--- src/rtl/fgp_pkg.sv ---
package fgp_pkg;
  // Write strobes sent from the control to the history array
  typedef struct packed {
    logic wrEn;   // write one group bit
    logic wrVal;  // value to write
    logic clrEn;  // clear every group of one line
  } fgpStrobe_t;
endpackage

--- src/rtl/fgp_ctrl.sv ---
module fgp_ctrl
  import fgp_pkg::*;
#(
  parameter int PC_W = 32,
  parameter int IDX_LSB = 4,
  parameter int IDX_W = 6,
  parameter int SUB_W = 1
) (
  input  logic                   fetchValid,
  input  logic [PC_W-1:0]        fetchPc,
  input  logic [PC_W-1:0]        fetchTarget,
  input  logic                   resolveValid,
  input  logic [PC_W-1:0]        resolvePc,
  input  logic                   resolveTaken,
  input  logic                   invalValid,
  input  logic [PC_W-1:0]        invalPc,
  input  logic                   readBit,
  output logic [IDX_W-1:0]       readIdx,
  output logic [IDX_W-1:0]       wrIdx,
  output logic [IDX_W-SUB_W-1:0] clrLine,
  output fgpStrobe_t             strobe,
  output logic                   redirectValid,
  output logic [PC_W-1:0]        redirectPc
);
  localparam int LINE_W = IDX_W - SUB_W;

  logic [LINE_W-1:0] resLine;
  logic              clashLine;

  always_comb begin
    readIdx   = fetchPc[IDX_LSB +: IDX_W];
    wrIdx     = resolvePc[IDX_LSB +: IDX_W];
    clrLine   = invalPc[IDX_LSB + SUB_W +: LINE_W];
    resLine   = wrIdx[IDX_W-1:SUB_W];
    clashLine = invalValid && (resLine == clrLine);

    strobe.clrEn = invalValid;
    strobe.wrEn  = resolveValid && !clashLine;
    strobe.wrVal = resolveTaken;

    redirectValid = fetchValid && readBit;
    redirectPc    = fetchTarget;
  end
endmodule

--- src/rtl/fgp_history.sv ---
module fgp_history
  import fgp_pkg::*;
#(
  parameter int GROUP_COUNT = 64,
  parameter int IDX_W = 6,
  parameter int SUB_W = 1
) (
  input  logic                   clk,
  input  logic                   rstN,
  input  fgpStrobe_t             strobe,
  input  logic [IDX_W-1:0]       readIdx,
  input  logic [IDX_W-1:0]       wrIdx,
  input  logic [IDX_W-SUB_W-1:0] clrLine,
  output logic                   readBit
);
  logic [GROUP_COUNT-1:0] histQ;

  for (genvar g = 0; g < GROUP_COUNT; g++) begin : gGroup
    localparam logic [IDX_W-1:0] G_IDX = IDX_W'(g);
    logic clrHit;
    logic wrHit;

    always_comb begin
      clrHit = strobe.clrEn && (G_IDX[IDX_W-1:SUB_W] == clrLine);
      wrHit  = strobe.wrEn && (G_IDX == wrIdx);
    end

    always_ff @(posedge clk) begin
      if (!rstN)       histQ[g] <= 1'b0;
      else if (clrHit) histQ[g] <= 1'b0;
      else if (wrHit)  histQ[g] <= strobe.wrVal;
    end
  end

  // Read sees the registered value: same-cycle writes land next cycle
  assign readBit = histQ[readIdx];
endmodule

--- src/rtl/fetch_group_predictor.sv ---
module fetch_group_predictor
  import fgp_pkg::*;
#(
  parameter int PC_W = 32,
  parameter int INSN_BYTES = 4,
  parameter int GROUP_INSNS = 4,
  parameter int GROUP_COUNT = 64,
  parameter int GROUPS_PER_LINE = 2
) (
  input  logic            clk,
  input  logic            rstN,
  input  logic            fetchValid,
  input  logic [PC_W-1:0] fetchPc,
  input  logic [PC_W-1:0] fetchTarget,
  output logic            historyBit,
  output logic            redirectValid,
  output logic [PC_W-1:0] redirectPc,
  input  logic            resolveValid,
  input  logic [PC_W-1:0] resolvePc,
  input  logic            resolveTaken,
  input  logic            invalValid,
  input  logic [PC_W-1:0] invalPc
);
  localparam int IDX_LSB = $clog2(INSN_BYTES) + $clog2(GROUP_INSNS);
  localparam int IDX_W   = $clog2(GROUP_COUNT);
  localparam int SUB_W   = $clog2(GROUPS_PER_LINE);
  localparam int LINE_W  = IDX_W - SUB_W;

  fgpStrobe_t        strobe;
  logic [IDX_W-1:0]  readIdx;
  logic [IDX_W-1:0]  wrIdx;
  logic [LINE_W-1:0] clrLine;
  logic              readBit;

  fgp_ctrl #(
    .PC_W(PC_W), .IDX_LSB(IDX_LSB), .IDX_W(IDX_W), .SUB_W(SUB_W)
  ) u_ctrl (
    .fetchValid(fetchValid), .fetchPc(fetchPc), .fetchTarget(fetchTarget),
    .resolveValid(resolveValid), .resolvePc(resolvePc),
    .resolveTaken(resolveTaken), .invalValid(invalValid), .invalPc(invalPc),
    .readBit(readBit), .readIdx(readIdx), .wrIdx(wrIdx), .clrLine(clrLine),
    .strobe(strobe), .redirectValid(redirectValid), .redirectPc(redirectPc)
  );

  fgp_history #(
    .GROUP_COUNT(GROUP_COUNT), .IDX_W(IDX_W), .SUB_W(SUB_W)
  ) u_hist (
    .clk(clk), .rstN(rstN), .strobe(strobe), .readIdx(readIdx),
    .wrIdx(wrIdx), .clrLine(clrLine), .readBit(readBit)
  );

  assign historyBit = readBit;
endmodule

--- config.mk ---
export PLATFORM = sky130hd
export DESIGN_NAME = fetch_group_predictor
export DESIGN_NICKNAME = d
export VERILOG_FILES = /design/src/rtl/fgp_pkg.sv /design/src/rtl/fgp_ctrl.sv /design/src/rtl/fgp_history.sv /design/src/rtl/fetch_group_predictor.sv
export SDC_FILE = /design/constraint.sdc
export NUM_CORES = 1
export LEC_CHECK = 0
export ABC_CLOCK_PERIOD_IN_PS = 3000
export BUFFER_PORTS_ARGS = -buffer_cell sky130_fd_sc_hd__buf_2
export CAP_MARGIN = 10
export CORE_UTILIZATION = 40
export CTS_CLUSTER_SIZE = 10
export DETAILED_ROUTE_END_ITERATION = 7
export PLACE_DENSITY = 0.68
export SETUP_SLACK_MARGIN = 0.05
export SLEW_MARGIN = 15
export SYNTH_ARGS = -nofsm -noshare
export SYNTH_HDL_FRONTEND = slang
export SYNTH_SLANG_ARGS = --single-unit
--- constraint.sdc ---
create_clock -name clk -period 3 [get_ports clk]
set_clock_uncertainty 0.15 [all_clocks]
set_input_delay 0.45 -clock clk [delete_from_list [all_inputs] [get_ports clk]]
set_output_delay 0.45 -clock clk [all_outputs]
set_load 0.05 [all_outputs]
* After elaboration in Yosys (flattened, before gate mapping)
Index checks and enable logic that the tools add are counted.
** Operators by class
- Multiplexer cells :: 2
- Divide/modulo/power cells :: 0
- Reductions and logical operators :: 134
- Bitwise gates (word level) :: 1
- Multiply operators :: 0
- $add $sub $neg :: 0
- Shifts and indexed selects :: 0
- Equality and inequality tests :: 95
- Magnitude comparators :: 1
** Operator list (count)
- $eq 6x6->1 const A :: 32
- $logic_and 1x1->1 :: 99
- $eq 5x6->1 const A :: 16
- $eq 5x5->1 const A :: 16
- $reduce_or 2->1 :: 32
- $eq 4x6->1 const A :: 8
- $eq 4x5->1 const A :: 8
- $eq 3x6->1 const A :: 4
- $eq 3x5->1 const A :: 4
- $eq 2x6->1 const A :: 2
- $eq 2x5->1 const A :: 2
- $lt 6x7->1 const B :: 1
- $bmux 1 s6 :: 1
- $eq 1x6->1 const A :: 1
- $logic_not 6->1 :: 1
- $eq 1x5->1 const A :: 1
- $eq 5x5->1 :: 1
- $logic_not 5->1 :: 1
- $logic_not 1->1 :: 1
- $mux 1 :: 1
- $not 1->1 :: 1
** Word-level totals
- Memories :: 0
- Bits in writable memories :: 0
- ROM bits :: 0
- Bits of input ports :: 134
- Latch bits :: 0
- Flip-flop bits (word level) :: 64

* Longest topological paths before layout
Gate-level depths: netlist (run 1).
- Depth after elaboration :: 5
- Gate-level depth with buffers :: 7
- Mapped depth without buffers :: 5

* Modules after synthesis
From an unflattened synthesis (run 1), not the netlist that was laid out.
** Unflattened totals
- Cell total of the unflattened synthesis :: 490
- Area total of the unflattened synthesis :: 4000.1 sq um
** Modules (own cells, without submodules)
- fgp_history :: times used 1, cells an instance 430, area an instance 3550.9 sq um, sequential area each 1281.2 sq um
- fgp_ctrl :: times used 1, cells an instance 60, area an instance 449.2 sq um, sequential area each 0.0 sq um

* Worst setup path before layout (run 1)
OpenSTA, ideal clock, no wires.
- Kind :: input to output
- Start :: input port fetchPc[6]
- End :: output port redirectValid
- Slack :: 0.218 ns
- Path buffers :: 2
- Stages on the path :: 6
- Data required time :: 2.400 ns
- Data arrival time :: 2.182 ns
- Cell sequence :: buf_2 -> buf_2 -> mux4_2 -> o211ai_1 -> nand2_1 -> o311a_1
** On the way
- Longest elaborated chain between the ends :: 3
** RTL lines
- start: declaration :: line fetch_group_predictor.sv:13 : input logic [PC_W-1:0] fetchPc,
- $bmux 1 s6 :: line fgp_history.sv:36 : assign readBit = histQ[readIdx];
- $mux 1 (not written as such) :: line fgp_history.sv:36
- $logic_and 1x1->1 :: line fgp_ctrl.sv:41 : redirectValid = fetchValid && readBit;
- end: declaration :: line fetch_group_predictor.sv:16 : output logic redirectValid,
Every way passes these cells. The select of a mux whose other input is x is not followed.

* Worst setup path after layout (run 1)
- Start :: input port fetchPc[8]
- End :: output port redirectValid
The elaborated chain is that of the path after synthesis.

==> metrics.cfg, run 1 <==
[sta]
report.final.slew_viol_count = 0
worst_slew_pin_slew_ns = 0.749
rsz0062_at_grt = false
period_share = 0.963
tns_ns = 0
fmax_mhz = 346
final-setup-viol-count = 0
hold_viol = 0
fin_crit_ns = 2.89
timing.slew.headroom = 0.501

[setup_path]
path_cells = buf_2 -> buf_4 -> mux4_2 -> mux4_2 -> mux2i_4 -> nand2_1 -> o311a_1 -> buf_2
r2r_start = u_hist.histQ[31]
end_kind = output port
rr_worst_depth = 2
worst-path-max-fanout = 9
critPathArrivalTime_ns = 2.29
worst_setup_path_start_kind = input pin
path_class = input pin to output port
worstPathRequired_ns = 2.40
rrSetupSlack_ns = 2.16
slowest_stage = mux4_2
cpPeakStageDelay_ns = 0.53
worstSetupStartpoint = fetchPc[8]
reg2reg_to = u_hist.histQ[31]

[grt]
grt_max_degree = 53
grt_pass1_wl_um = 18300
grt_usage = 0.215
grt_pass1_vias = 3507
grt_overflow_total = 0
antenna_found_initial = 0

[die]
fp.coreArea_um2 = 9910
start_util = 0.420
die_w_um = 104
dieArea_um2 = 10800
die_h_um = 104
rows = 36
pin_count = 168

[logic_synthesis]
synth.top_cell.area_share = 0.308
synth_top_family_by_area = multiplexers
synth_compound_area_frac = 0.208
synth-seq-cells = 64
syn_nets = 600
ys.flop_type = dfxtp_1
yosysWarnings = 0
syn_area_per_cell_um2 = 8.92
synth_simple_gate_area_frac = 0.136
synth_area_leaders = dfxtp_1 31%, mux2i_1 15%, o2111ai_1 12%
syn-cell-area_um2 = 4160
ys_seq_area_frac = 0.308
synth_fa_ha_area_frac = 0
synth.largest_area_cell = dfxtp_1
synth_xor_area_frac = 0.0105
synth_edf_count = 0
ys_types = 33
synth_cells = 466
synthMuxAreaShare = 0.233
async_flop_share = 0

[layout]
syn2layout_area_growth_pct = 4.78
n_antenna_cell = 0
top_register = u_hist.histQ
mostFrequentLayoutCells = 64 x dfxtp_1, 60 x nor2_1, 60 x mux2i_1, 58 x o2111ai_1, 31 x o21ai_0
drive_above_1_share = 0.161
nets = 570
largest_reg_flops = 64
layout_commonest_cell = dfxtp_1
top_regs = u_hist.histQ x64

[cts]
tritoncts = yes
clk_latency_ns = 0.35
postCtsSetupRepairBufs = 0
clockBufferDepth = 2
postCtsHoldBufs = 0
clkTransAtPathRegs_ns = 0.07
h-tree-depth = 3
cts_made_buffers = 9
cts.sinks = 64
root_buffer = clkbuf_8

[pwr]
p_leak_uw = 0.00180
ir_worst_vdd_mv = 0.261
pwr_density_cell_nw_per_um2 = 433
p_total_uw = 1890

[detailed_routing]
drtIter0Drc = 313
post_drt_wl_per_cell_um = 19.9
dr.pass1.iters = 7
via_per_inst = 6.32
wl_um = 11400
vias = 3629
drc = 0
route.antenna.remaining_nets = 0

[placed_design]
hpwl_um = 7650
port_buffers = 24
gp_congestion = 0.819

[worst_hold_path]
min_path_type = register to register
worst_hold_path.endpoint = u_hist.histQ[15]
hold_path.startpoint = u_hist.histQ[15]
hold_depth = 2

[flow_run]
max_cap_viol_count = 0

[status]
status = finished clean

critical path: cells and delay by family:
kind | cells | cell delay, ns
AND/OR/NAND/NOR | 1 | 0.09
AO/OA/AOI/OAI | 1 | 0.12
multiplexers | 3 | 1.03
buffers and inverters | 3 | 0.58
cell usage after synthesis (all sizes together), types with 2 or more instances:
library cell and instances:
dfxtp 64, mux2i 61, nor2 60, o2111ai 58, buf 49, o21ai 31, clkbuf 30, nand2 17
mux4 16, nor2b 14, nand3 12, nand2b 8, o21a 7, a21boi 6, nor3 6, xnor2 5
and2 3, nand4 3, inv 2, o2111a 2, o211ai 2
cell families (layout without fill, tap and decap cells):
| logic type | Yosys count | after routing |
|---|---|---|
| AO/OA/AOI/OAI | 114 | 114 |
| XOR/XNOR | 5 | 5 |
| buffers and inverters | 81 | 56 |
| flip-flops | 64 | 64 |
| multiplexers | 77 | 77 |
| AND/OR/NAND/NOR | 125 | 125 |
where the power goes:
group / total [µW] / internal (µW) / leakage (µW) / switching [µW]
clock: 775 / 428 / 0.000103 / 347
sequential: 854 / 852 / 0.000515 / 1.87
combinational: 260 / 74.7 / 0.00118 / 185
layer usage:
metal	GRT usage	share of wire	up-vias
met5	0	0	-
met4	0.109	0.030	0
met3	0.0464	0.081	36
met2	0.338	0.46	197
met1	0.278	0.43	1735
li1	-	-	1661
cell type report:
type / count / area [µm²]
Fill cell: 966 / 5550
Multi-Input combinational cell: 321 / 2460
Sequential cell: 64 / 1280
Timing Repair Buffer: 38 / 244
Tap cell: 133 / 166
Clock buffer: 13 / 159
Clock inverter: 3 / 40.0
Inverter: 2 / 7.51
stage by stage:
step,area [µm²],instances,hold WS [ns],setup WS (ns),util
after floorplan,4160,466,0.295,0.218,-
after global placement,4140,558,0.319,-0.0837,0.418
after detailed placement,4140,558,0.321,-0.0786,0.418
after CTS,4350,574,0.334,0.0783,0.439
after global routing,4360,574,0.359,0.0638,0.440
final,4360,574,0.342,0.111,0.440
worst max path at each step:
stage | to | depth (start not counted)
6_report | redirectValid | 8
5_1_grt | redirectValid | 6
4_1_cts | redirectValid | 6
3_5_place_dp | redirectValid | 7
3_3_place_gp | redirectValid | 7
2_1_floorplan | redirectValid | 6
repair_timing:
action / 4_1_cts / 5_1_grt
pin swaps: 0 / 0
gates resized for setup: 3 / 1
endpoints found under the setup margin: 2 / 2
Note: power is estimated with default switching activity, not from simulation.
==> inputs of run 2 (changes only) <==
- CORE_UTILIZATION: 40 -> 49
- CTS_CLUSTER_DIAMETER: default -> 120
- MAX_ROUTING_LAYER: default -> met4
- PLACE_DENSITY: 0.68 -> 0.81
==> run 2 against run 1 <==
Compared with the run above:
- global-route usage rose by 4.5 points
- worst setup slack got worse by 0.032 ns
- sequential power hardly changed
- via count fell by 0.33%
- sequential cell count unchanged
- die area is 18% lower
- critical endpoint is now historyBit
- highest routed layer unchanged
==> metrics.cfg, run 2 (synthesis gave the netlist of run 1 again) <==
[sta]
period_share = 0.974
fin_crit_ns = 2.92
rsz0062_at_grt = true
fin_ws_ns = 0.0781
timing.slew.headroom = 0.441
report.final.slew_viol_count = 0
final-setup-viol-count = 0
tns_ns = 0
hold_slack_ns = 0.334
worst_slew_pin_slew_ns = 0.831
hold_viol = 0
fmax_mhz = 342

[worst_hold_path]
min_path_type = register to register
hold_depth = 2

[die]
die_h_um = 94.1
die_w_um = 94.1
fp.coreArea_um2 = 8220
dieArea_um2 = 8860
rows = 33
pin_count = 168
start_util = 0.506

[setup_path]
cpPeakStageDelay_ns = 0.53
rrSetupSlack_ns = 2.16
critPathArrivalTime_ns = 2.32
worstPathRequired_ns = 2.40
worst-path-max-fanout = 10
crit_top_cell = mux4_2
slowest_stage = mux4_2
path_class = input pin to output port
end_kind = output port
path_cells = buf_2 -> buf_12 -> mux4_2 -> mux4_2 -> mux2i_4 -> nand2_1 -> o31a_1 -> buf_4
rr_worst_depth = 2
worst_setup_path_start_kind = input pin

[layout]
n_antenna_cell = 0
top_regs = u_hist.histQ x64
design_area_um2 = 4310
layout_commonest_cell = dfxtp_1
top_register = u_hist.histQ
syn2layout_area_growth_pct = 3.73
nets = 569
largest_reg_flops = 64
drive_above_1_share = 0.164
mostFrequentLayoutCells = 64 x dfxtp_1, 60 x nor2_1, 60 x mux2i_1, 58 x o2111ai_1, 31 x o21ai_0

[grt]
grt_pass1_wl_um = 17000
grt_pass1_vias = 3432
antenna_found_initial = 0
grt_overflow_total = 0
grt_usage = 0.260
grt_max_degree = 61

[cts]
h-tree-depth = 3
clkTransAtPathRegs_ns = 0.07
cts_made_buffers = 9
postCtsHoldBufs = 0
root_buffer = clkbuf_8
clockBufferDepth = 2
clk_latency_ns = 0.34
cts.sinks = 64
tritoncts = yes

[detailed_routing]
route.antenna.remaining_nets = 0
dr.pass1.iters = 5
vias = 3617
wl_um = 10600
via_per_inst = 6.64
post_drt_wl_per_cell_um = 19.4
drtIter0Drc = 358
drc = 0

[placed_design]
dpl_cell_area_um2 = 4110
dp_slack_ns = 0.00662
port_buffers = 24
gp_congestion = 0.914
hpwl_um = 7420

[status]
status = finished clean

[pwr]
pwr_density_cell_nw_per_um2 = 413
ir_worst_vdd_mv = 0.231
p_leak_uw = 0.00179

[flow_run]
max_cap_viol_count = 0

-- run 2: cell types whose count changed in the layout (fill, tap and decap cells not counted), sizes merged --
cell,previous run,this run
clkinv,2,4
bufinv,1,0
clkbuf,13,11
buf,38,37
clkinvlp,0,1
-- run 2: path summary, 6_finish.rpt --
check | from | end
max | fetchPc[6] | historyBit
min | u_hist.histQ[15] | u_hist.histQ[15]
max reg2reg | u_hist.histQ[63] | u_hist.histQ[63]
min reg2reg | u_hist.histQ[15] | u_hist.histQ[15]
-- run 2: layer usage --
metal,track usage,vias up,wire length (µm)
li1,-,1662,-
met1,0.315,1739,4480
met2,0.406,158,4930
met3,0.0421,58,741
met4,0.162,0,429
met5,-,-,0
-- run 2: where the power goes --
part / total [µW] / switching, µW / internal [µW]
registers: 855 / 1.84 / 853
logic: 253 / 177 / 75.8
clock network: 675 / 333 / 341
total: 1780 / 512 / 1270
-- run 2: final cells by class --
class / count / area, µm²
clock buffers: 11 / 151
clock inverters: 5 / 31.3
fillers: 744 / 3900
inverters: 2 / 7.51
multi-input cells: 321 / 2460
flip-flops and latches: 64 / 1280
well taps: 105 / 131
repair buffers: 37 / 251
-- run 2: timing repair --
action / 4_1_cts / 5_1_grt
resized for setup: 2 / 4
endpoints found under the hold margin: 0 / 0
setup endpoints to repair: 2 / 2
pin swaps: 0 / 0
setup buffers: 0 / 0
gates cloned: 0 / 0
-- run 2: per-stage QoR --
stage	util	power (µW)	cells
after detailed placement	0.500	1120	529
final	0.525	1780	545
after floorplan	-	1160	466
after global placement	0.500	1110	529
after CTS	0.523	1780	545
after global routing	0.525	1840	545
-- run 2: critical path, delay by kind of cell --
family / cells / cell delay, ns
and+or+nand+nor: 1 / 0.09
AOI/OAI and AO/OA: 1 / 0.11
buffers and inverters: 3 / 0.44
muxes: 3 / 1.23
==> inputs of run 3 (changes only) <==
- CELL_PAD_IN_SITES_DETAIL_PLACEMENT: default -> 0
- CELL_PAD_IN_SITES_GLOBAL_PLACEMENT: default -> 1
- CORE_UTILIZATION: 49 -> 36
- PLACE_DENSITY: 0.81 -> default
- PLACE_DENSITY_LB_ADDON: default -> 0.1
==> run 3 against run 2 <==
Compared with the run above:
- register-to-register slack gained 0.03 ns
- utilization shrank 12 points
- critical path type unchanged
- sequential power is essentially flat
- global-route usage shrank 2.5 points
- cell count grew 7.5%
- clock-buffer cell count grew 3
- sequential share of layout area shrank 1.3 points
- highest routed layer unchanged
- power grew 15%
==> metrics.cfg, run 3 (synthesis gave the netlist of run 1 again) <==
[detailed_routing]
vias = 3517
wl_um = 12900
route.antenna.remaining_nets = 0
drtIter0Drc = 287
post_drt_wl_per_cell_um = 22.0
via_per_inst = 6.00
dr.pass1.iters = 5
drc = 0

[grt]
gr-max-usage-layer = met2
antenna_found_initial = 0
use_met3 = 0.0415
grt_max_degree = 65
grt_overflow_total = 0
grt_use_met1 = 0.310
grt_usage = 0.236
grt_pass1_vias = 3457
grt_pass1_wl_um = 20100
use_met2 = 0.365

[layout]
nets = 576
multi_input_area_um2 = 2460
top_register = u_hist.histQ
seq_area_um2 = 1280
n_antenna_cell = 0
layout_commonest_cell = dfxtp_1
design_area_um2 = 4520
largest_reg_flops = 64
drive_above_1_share = 0.166
fillers = 1113
top_regs = u_hist.histQ x64
syn2layout_area_growth_pct = 8.66
mostFrequentLayoutCells = 64 x dfxtp_1, 60 x nor2_1, 60 x mux2i_1, 58 x o2111ai_1, 31 x o21ai_0

[die]
fp.coreArea_um2 = 11000
die_h_um = 109
die_w_um = 109
start_util = 0.377
rows = 38
dieArea_um2 = 12000
pin_count = 168

[cts]
tritoncts = yes
root_buffer = clkbuf_16
cts.sinks = 64
cts_made_buffers = 9
clkTransAtPathRegs_ns = 0.05
h-tree-depth = 3
clockBufferDepth = 2
clk_latency_ns = 0.33

[placed_design]
hpwl_um = 8680
dpl_cell_area_um2 = 4200
dp_slack_ns = -0.0280
gp_congestion = 0.770
port_buffers = 24

[setup_path]
reg2reg_to = u_hist.histQ[55]
worst_setup_path_start_kind = input pin
end_kind = output port
worstSetupStartpoint = fetchPc[6]
critPathArrivalTime_ns = 2.26
worst-path-max-fanout = 5
r2r_start = u_hist.histQ[55]
rr_worst_depth = 2
rrSetupSlack_ns = 2.19
worstPathRequired_ns = 2.40
path_class = input pin to output port

[worst_hold_path]
hold_path.startpoint = u_hist.histQ[58]
min_path_type = register to register
hold_depth = 2
worst_hold_path.endpoint = u_hist.histQ[58]

[sta]
period_share = 0.953
worst_slew_pin_slew_ns = 0.821
fmax_mhz = 350
hold_slack_ns = 0.340
timing.slew.headroom = 0.453
final-setup-viol-count = 0
fin_ws_ns = 0.142
rsz0062_at_grt = false
hold_viol = 0
report.final.slew_viol_count = 0
fin_crit_ns = 2.86

[pwr]
ir_worst_vdd_mv = 0.287
p_total_uw = 2040
p_leak_uw = 0.00187
pwr_density_cell_nw_per_um2 = 452

[flow_run]
max_cap_viol_count = 0

[status]
status = finished clean

==> run 3: changes by cell type in the layout (fill, tap and decap cells not counted), moves of 2 or more <==
cell       delta
clkbuf_8     -11
clkbuf_16    +10
clkbuf_1      +5
buf_4         +4
buf_6         +2
clkinv_2      -2
==> run 3: timing repair <==
action | 4_1_cts | 5_1_grt
pin swaps | 0 | 2
gates resized for setup | 5 | 5
endpoints found under the hold margin | 0 | 0
buffers inserted | 0 | 1
gates cloned | 0 | 1
hold buffers | 0 | 0
setup endpoints to repair | 2 | 2
==> run 3: how the worst max path moves through the flow <==
| stage | end | slack (ns) | cells after the start |
|---|---|---|---|
| global placement | redirectValid | -0.01 | 8 |
| global route | historyBit | 0.08 | 8 |
| CTS | redirectValid | 0.04 | 8 |
| finish | redirectValid | 0.14 | 8 |
| floorplan | redirectValid | 0.22 | 6 |
| detailed placement | redirectValid | -0.03 | 8 |
==> run 3: critical path: stages <==
cell	delay [ns]
buf_6	0.10
buf_12	0.12
mux4_2	0.52
mux4_2	0.51
mux2i_4	0.21
nand2_2	0.07
o311a_1	0.12
buf_6	0.16
==> run 3: final cells by class <==
type / count / area share
well taps: 140 / 0.0388
inverters: 2 / 0.00166
clock buffers: 14 / 0.0540
repair buffers: 44 / 0.0761
flip-flops and latches: 64 / 0.283
clock inverters: 1 / 0.00111
multi-input cells: 321 / 0.545
==> run 3: routing by layer <==
metal | routed length, µm | up-vias
met4 | 258 | 0
met2 | 6050 | 96
met5 | 0 | -
met3 | 591 | 26
li1 | - | 1677
met1 | 5990 | 1718
==> run 3: per-stage QoR <==
step                      std cells  utilization  TNS, ns
after global placement          569        0.381  -0.0110
after detailed placement        569        0.381  -0.0420
final                           586        0.410        0
after floorplan                 466            -        0
after CTS                       584        0.405        0
after global routing            586        0.410        0
==> run 3: power breakdown <==
group / leakage (µW) / switching [µW] / internal (µW)
clock network: 0.000121 / 351 / 554
registers: 0.000515 / 1.78 / 855
logic: 0.00123 / 193 / 86.5
total: 0.00187 / 546 / 1490
